$ cat src/rtl/hdu_pkg.sv
package hdu_pkg;

    // Operand class of the instruction in decode
    typedef enum logic [2:0] {
        CLS_NONE   = 3'd0,
        CLS_ALU_R  = 3'd1,
        CLS_ALU_I  = 3'd2,
        CLS_LOAD   = 3'd3,
        CLS_STORE  = 3'd4,
        CLS_BRANCH = 3'd5
    } op_class_e;

    localparam int SRC_RS = 0;
    localparam int SRC_RT = 1;

    // Pipeline control bundle produced by the unit
    typedef struct packed {
        logic pc_we;
        logic dec_we;
        logic exe_clr;
        logic dec_flush;
    } stall_ctl_t;

    // Does a given source slot get read early enough (in EX) to need the load value?
    // Store data is read in MEM and reaches it through forwarding, so it is excluded.
    function automatic logic src_needed_in_exe(input logic [2:0] cls, input int slot);
        logic use_it;
        case (cls)
            CLS_ALU_R, CLS_BRANCH:           use_it = 1'b1;
            CLS_ALU_I, CLS_LOAD, CLS_STORE:  use_it = (slot == SRC_RS);
            default:                         use_it = 1'b0;
        endcase
        return use_it;
    endfunction

endpackage

$ cat src/rtl/hdu_src_cmp.sv
module hdu_src_cmp #(
    parameter int REG_AW = 5
) (
    input  logic              used_i,
    input  logic [REG_AW-1:0] src_i,
    input  logic [REG_AW-1:0] dst_i,
    output logic              hit_o
);
    assign hit_o = used_i && (src_i == dst_i);
endmodule

$ cat src/rtl/hdu_detect.sv
module hdu_detect #(
    parameter int REG_AW  = 5,
    parameter int NUM_SRC = 2
) (
    input  logic                           mem_rd_i,
    input  logic [REG_AW-1:0]              dst_i,
    input  logic [NUM_SRC-1:0][REG_AW-1:0] src_i,
    input  logic [2:0]                     cls_i,
    output logic                           hazard_o
);
    logic [NUM_SRC-1:0] hits;
    logic               dst_live;

    for (genvar g = 0; g < NUM_SRC; g++) begin : g_src
        logic used;
        assign used = hdu_pkg::src_needed_in_exe(cls_i, g);
        hdu_src_cmp #(.REG_AW(REG_AW)) cmp_i (
            .used_i (used),
            .src_i  (src_i[g]),
            .dst_i  (dst_i),
            .hit_o  (hits[g])
        );
    end

    assign dst_live = (dst_i != '0);
    assign hazard_o = mem_rd_i && dst_live && (|hits);

    always_comb begin

        if (!mem_rd_i) begin
            no_load_stall_chk: assert (!hazard_o) else $error("hazard without load");
        end

        if (dst_i == '0) begin
            zero_dst_stall_chk: assert (!hazard_o) else $error("hazard on register zero");
        end
    end
endmodule

$ cat src/rtl/hdu_ctl.sv
module hdu_ctl (
    input  logic               hazard_i,
    input  logic               flush_i,
    output hdu_pkg::stall_ctl_t ctl_o
);
    always_comb begin
        ctl_o.dec_flush = flush_i;
        if (flush_i) begin
            ctl_o.pc_we   = 1'b1;
            ctl_o.dec_we  = 1'b1;
            ctl_o.exe_clr = 1'b1;
        end else if (hazard_i) begin
            ctl_o.pc_we   = 1'b0;
            ctl_o.dec_we  = 1'b0;
            ctl_o.exe_clr = 1'b1;
        end else begin
            ctl_o.pc_we   = 1'b1;
            ctl_o.dec_we  = 1'b1;
            ctl_o.exe_clr = 1'b0;
        end
    end

    always_comb begin

        if (hazard_i && !flush_i) begin
            stall_hold_chk: assert (!ctl_o.pc_we && !ctl_o.dec_we && ctl_o.exe_clr)
                else $error("stall did not hold front end");
        end

        if (flush_i) begin
            flush_wins_chk: assert (ctl_o.pc_we && ctl_o.exe_clr && ctl_o.dec_flush)
                else $error("flush did not take priority");
        end
    end
endmodule

$ cat src/rtl/load_use_hdu.sv
module load_use_hdu #(
    parameter int REG_AW = 5
) (
    input  logic              exe_mem_rd_i,
    input  logic [REG_AW-1:0] exe_dst_i,
    input  logic [REG_AW-1:0] dec_rs_i,
    input  logic [REG_AW-1:0] dec_rt_i,
    input  logic [2:0]        dec_cls_i,
    input  logic              flush_req_i,
    output logic              pc_we_o,
    output logic              dec_we_o,
    output logic              exe_ctl_clr_o,
    output logic              dec_flush_o
);
    import hdu_pkg::*;

    localparam int NUM_SRC = 2;

    logic [NUM_SRC-1:0][REG_AW-1:0] srcs;
    logic                           hazard;
    stall_ctl_t                     ctl;

    assign srcs[SRC_RS] = dec_rs_i;
    assign srcs[SRC_RT] = dec_rt_i;

    hdu_detect #(.REG_AW(REG_AW), .NUM_SRC(NUM_SRC)) det_i (
        .mem_rd_i (exe_mem_rd_i),
        .dst_i    (exe_dst_i),
        .src_i    (srcs),
        .cls_i    (dec_cls_i),
        .hazard_o (hazard)
    );

    hdu_ctl ctl_i (
        .hazard_i (hazard),
        .flush_i  (flush_req_i),
        .ctl_o    (ctl)
    );

    assign pc_we_o       = ctl.pc_we;
    assign dec_we_o      = ctl.dec_we;
    assign exe_ctl_clr_o = ctl.exe_clr;
    assign dec_flush_o   = ctl.dec_flush;

    always_comb begin

        if (dec_cls_i == CLS_STORE && dec_rs_i != exe_dst_i) begin
            store_data_free_chk: assert (pc_we_o) else $error("store data field stalled");
        end

        if (dec_cls_i == CLS_NONE || dec_cls_i > CLS_BRANCH) begin
            no_read_free_chk: assert (pc_we_o && dec_we_o) else $error("non-reading class stalled");
        end
    end
endmodule

$ cat config.mk
export PLATFORM = sky130hd
export DESIGN_NAME = load_use_hdu
export DESIGN_NICKNAME = d
export VERILOG_FILES = /design/src/rtl/hdu_pkg.sv /design/src/rtl/hdu_src_cmp.sv /design/src/rtl/hdu_detect.sv /design/src/rtl/hdu_ctl.sv /design/src/rtl/load_use_hdu.sv
export SDC_FILE = /design/constraint.sdc
export NUM_CORES = 1
export LEC_CHECK = 0
export BUFFER_PORTS_ARGS = -buffer_cell sky130_fd_sc_hd__buf_2
export CORE_AREA = 10 10 47 49
export DETAILED_ROUTE_END_ITERATION = 12
export DIE_AREA = 0 0 57 59
export SETUP_SLACK_MARGIN = 0.1
export SLEW_MARGIN = 25
export SYNTH_ARGS = -nofsm -noshare
export SYNTH_HDL_FRONTEND = slang
export SYNTH_HIERARCHICAL = 1
export SYNTH_SLANG_ARGS = --single-unit
$ cat constraint.sdc
create_clock -name vclk -period 1.3
set_clock_uncertainty 0.15 [all_clocks]
set_input_delay 0.13 -clock vclk [all_inputs]
set_output_delay 0.13 -clock vclk [all_outputs]
set_load 0.03 [all_outputs]
=== Word-level counts from Yosys, hierarchy flattened ===
Cells that the tools add are included.

* Register bits after elaboration: 0
* Latch bits: 0
* Bits in writable memories: 0
* Memory bits (read-only): 0
* Logic and storage cells: 19
* Memories kept: 0

* $add $sub $neg: 0
* Multipliers: 0
* Divide/modulo/power cells: 0
* Magnitude comparators: 0
* Equality and inequality tests: 7
* Shift-type cells: 0
* Multiplexer cells: 4
* Bitwise operators: 0
* Reductions and logical operators: 8

{| class="wikitable"
|+ Operators by type and width
! operator !! count
|-
| $eq A5 B5 Y1 || 2
|-
| $eq A3 B2 Y1 const B || 2
|-
| $eq A3 B3 Y1 const B || 2
|-
| $mux W3 || 2
|-
| $reduce_bool A5 Y1 || 1
|-
| $reduce_or A5 Y1 || 1
|-
| $logic_and A1 B1 Y1 || 4
|-
| $reduce_or A2 Y1 || 2
|-
| $eq A3 B1 Y1 const B || 1
|-
| $mux W1 || 2
|}

=== Longest topological paths before layout ===
* Word-level depth: 8
* Depth in mapped cells: 7

=== Cells and area by module ===
Netlist, hierarchy kept.

{| class="wikitable"
|+ Modules (own cells, without submodules)
! module !! instances !! cells an instance !! area each (µm²)
|-
| hdu_src_cmp || 2 || 7 || 56.3
|-
| hdu_detect || 1 || 7 || 45.0
|-
| hdu_ctl || 1 || 4 || 27.5
|}

=== Least setup slack after synthesis ===
OpenSTA, ideal clock, no wires.

* Kind: in2out
* Start: input exe_dst_i[0]
* End: output pc_we_o
* Data arrival time: 1,335 ps
* Data required time: 1,020 ps
* Path slack: -315 ps
* Stages: 7
* Path buffers: 1
* Cells stage by stage: xor2_1 -> nor4_1 -> and3_1 -> o21ai_0 -> a21oi_1 -> nand2b_1 -> buf_4

* Cells in the longest elaborated chain, start to end: 6

{| class="wikitable"
|+ Ends and longest elaborated chain
! item !! line !! source
|-
| from (decl) || load_use_hdu.sv:5 || <nowiki>input logic [REG_AW-1:0] exe_dst_i,</nowiki>
|-
| $eq A5 B5 Y1 || hdu_src_cmp.sv:9 || <nowiki>assign hit_o = used_i && (src_i == dst_i);</nowiki>
|-
| $logic_and A1 B1 Y1 || hdu_src_cmp.sv:9 ||
|-
| named net det_i.hits[1] || hdu_detect.sv:11 || <nowiki>logic [NUM_SRC-1:0] hits;</nowiki>
|-
| $reduce_or A2 Y1 || hdu_detect.sv:26 || <nowiki>assign hazard_o = mem_rd_i && dst_live && (|hits);</nowiki>
|-
| $logic_and A1 B1 Y1 || hdu_detect.sv:26 ||
|-
| named net hazard || load_use_hdu.sv:20 || <nowiki>logic hazard;</nowiki>
|-
| $mux W3 || hdu_ctl.sv:12 || <nowiki>end else if (hazard_i) begin</nowiki>
|-
| $mux W3 || hdu_ctl.sv:8 || <nowiki>if (flush_i) begin</nowiki>
|-
| to (decl) || load_use_hdu.sv:10 || <nowiki>output logic pc_we_o,</nowiki>
|}

The timed path passes the listed nets, and every way through them passes these cells.

=== Worst setup path after layout ===
* Start: input exe_dst_i[0]
* End: output dec_we_o

* Cells in the longest elaborated chain, start to end: 6

{| class="wikitable"
|+ Ends and longest elaborated chain
! item !! line !! source
|-
| $eq A5 B5 Y1 || hdu_src_cmp.sv:9 ||
|-
| $logic_and A1 B1 Y1 || hdu_src_cmp.sv:9 ||
|-
| named net det_i.hits[1] || hdu_detect.sv:11 ||
|-
| $reduce_or A2 Y1 || hdu_detect.sv:26 ||
|-
| $logic_and A1 B1 Y1 || hdu_detect.sv:26 ||
|-
| named net hazard || load_use_hdu.sv:20 ||
|-
| $mux W3 || hdu_ctl.sv:12 ||
|-
| $mux W3 || hdu_ctl.sv:8 ||
|-
| to (decl) || load_use_hdu.sv:11 || <nowiki>output logic dec_we_o,</nowiki>
|}

The timed path passes the listed nets, and every way through them passes these cells.

==> flow_summary_export.csv <==
group,metric,value,unit
critical_path,path_cells,"buf_6, buf_6, xor2_2, nor4_2, and3_1, o21ai_2, a21oi_2, buf_4, nand2b_4, buf_6",
floorplan,ios,24,
drt,vias,266,
logic_synthesis,avgSynthCellArea,7.41,sq um
critical_path,crit_fanout,2,
worst_hold_path,hold_class,"primary input to output pin",
logic_synthesis,yosysSeqAreaShare,0,
logic_synthesis,muxShareOfSynthArea,0,
critical_path,path_class,"primary input to output pin",
logic_synthesis,synth_top_family_by_area,"XOR/XNOR gates",
critical_path,critPathMaxStageDelay,0.20,ns
logic_synthesis,synth_simple_gate_area_frac,0.365,
sta,setup_viol_count_final,3,
global_route,track_usage,0.0423,
pwr,ir_drop,0.0000957,V
floorplan,std_cell_rows,14,
drt,routed_wl,736,microns
sta,setup_ws,-0.345,ns
place,place_ws,-0.460,ns
global_route,grt_pass1_wl,1.25,mm
sta,max_freq,608,MHz
worst_hold_path,min_path_cells,2,
cells_and_area,antenna-diode-count,0,
sta,rsz0062_at_grt,"true",
floorplan,die_w,57,microns
floorplan,start_util,0.132,
floorplan,fp.dieArea,3360,sq um
sta,max_slew_margin,0.874,
critical_path,critical_path_buf_inv_count,4,
sta,slew_violations,0,
sta,tightest_slew,0.188,ns
drt,drc,0,
cells_and_area,multiInputGateArea,208,sq um
run_status,violations,"setup timing",
pwr,power_density,281,nW/um^2
cells_and_area,post-route-util,0.303,
worst_hold_path,min_to,"dec_flush_o",
cells_and_area,syn_to_final_growth,129,%
place,gp_congestion,0.576,
worst_hold_path,hold_start,"flush_req_i",
critical_path,cp.required,1.02,ns
global_route,grt_max_degree,4,
drt,ant_nets,0,
floorplan,dieHeight,59,microns
critical_path,crit_family,"buffers and inverters",
logic_synthesis,netlist_instances,25,
sta,period_needed,1.65,ns
global_route,grt_pass1_vias,301,
logic_synthesis,ys_types,12,
global_route,grt_overflow,0,
critical_path,crit_arrival,1.37,ns
sta,fin_crit_sh,1.27,
drt,drtPass1Iterations,2,
cells_and_area,nets,75,
logic_synthesis,yosys-top-cells-area,"xor2_1 38%, nor3_2 11%, xnor2_1 9.5%, buf_4 8.1%, and3_1 6.8%",
critical_path,crit_top_cell,"buf_6",
pwr,p_total,119,uW
sta,whs,0.389,ns
drt,first_iter_violations,3,
flow_run,drv_cap,0,
logic_synthesis,synthesis.nets,45,
logic_synthesis,netlist_area,185,sq um
floorplan,fp.coreArea,1400,sq um
sta,fin_tns_setup,-0.963,ns
logic_synthesis,synth-compound-area-share,0.0811,
cells_and_area,seq_area,0,sq um
sta,hold_viol,0,
cells_and_area,nClkBuffers,0,
logic_synthesis,yosys_warnings,6,
run_status,status,"complete, but fails checks",
drt,viasPerCell,3.86,
critical_path,start_kind,"primary input",
cells_and_area,layout-drive-gt1-share,0.736,
logic_synthesis,yosysMostFrequentCell,"xor2_1",
drt,wl_per_cell,10.7,microns
logic_synthesis,synth_largest_area_cell,"xor2_1",
pwr,leakagePower,0.211,nW
place,post_dp_cell_area,362,sq um
cells_and_area,fill_cells,165,
critical_path,cp_num_cells,10,
logic_synthesis,synth_top_area_frac,0.378,
place,dp_cells,68,
cells_and_area,final_area,424,sq um
global_route,antenna_found_initial,0,
logic_synthesis,synthAdderAreaFrac,0,
cells_and_area,seq_cells,0,
critical_path,crit_path_end_kind,"output pin",
logic_synthesis,synth_xor_area_frac,0.473,
cells_and_area,stdcell_count,69,
critical_path,crit_slowest_cell,"nor4_2",
place,port_buffers,24,
clocking,cts_hold_buf,0,
-- cells by family (layout without fill, tap and decap cells) --
group / Yosys count / count (layout)
AND/OR/NAND/NOR: 10 / 10
AO/OA/AOI/OAI: 3 / 3
buffers and inverters: 2 / 30
XOR/XNOR: 10 / 10
-- placed cells by master, fill, tap and decap left out, types with 2 or more instances in the layout --
cell type and instances:
buf_2 19, xnor2_1 2, nor4_2 2, nor3_2 2
and3_1 2, buf_6 5, xor2_1 7, buf_4 6
-- per-layer routing --
metal / up-vias / track usage / routed length (microns)
li1: 139 / - / -
met5: - / 0 / 0
met2: 14 / 0.0868 / 394
met4: 0 / 0 / 0
met3: 0 / 0.0150 / 81
met1: 113 / 0.0414 / 260
-- worst max path at each step --
stage / start / endpoint / slack, ns
final: exe_dst_i[0] / dec_we_o / -0.35
after global routing: exe_dst_i[0] / dec_we_o / -0.47
after CTS: exe_dst_i[0] / dec_we_o / -0.43
after detailed placement: exe_dst_i[1] / dec_we_o / -0.46
after global placement: exe_dst_i[0] / dec_we_o / -0.45
after floorplan: exe_dst_i[2] / pc_we_o / -0.15
-- final cells by class --
class                      instances  area share
multi-input combinational         23       0.490
tap                               16      0.0472
timing repair buffer              30       0.463
-- power breakdown --
| group | internal [mW] | switching, mW | total [mW] |
|---|---|---|---|
| sequential | 0 | 0 | 0 |
| clock | 0 | 0 | 0 |
| combinational | 0.0668 | 0.0524 | 0.119 |
| total | 0.0668 | 0.0524 | 0.119 |
-- what timing repair did --
action	in CTS	in global routing
hold endpoints to repair	0	0
setup buffers	1	0
pin swaps	7	2
resized for setup	9	4
endpoints found under the setup margin	3	3
Note: power is estimated with default switching activity, not from simulation.
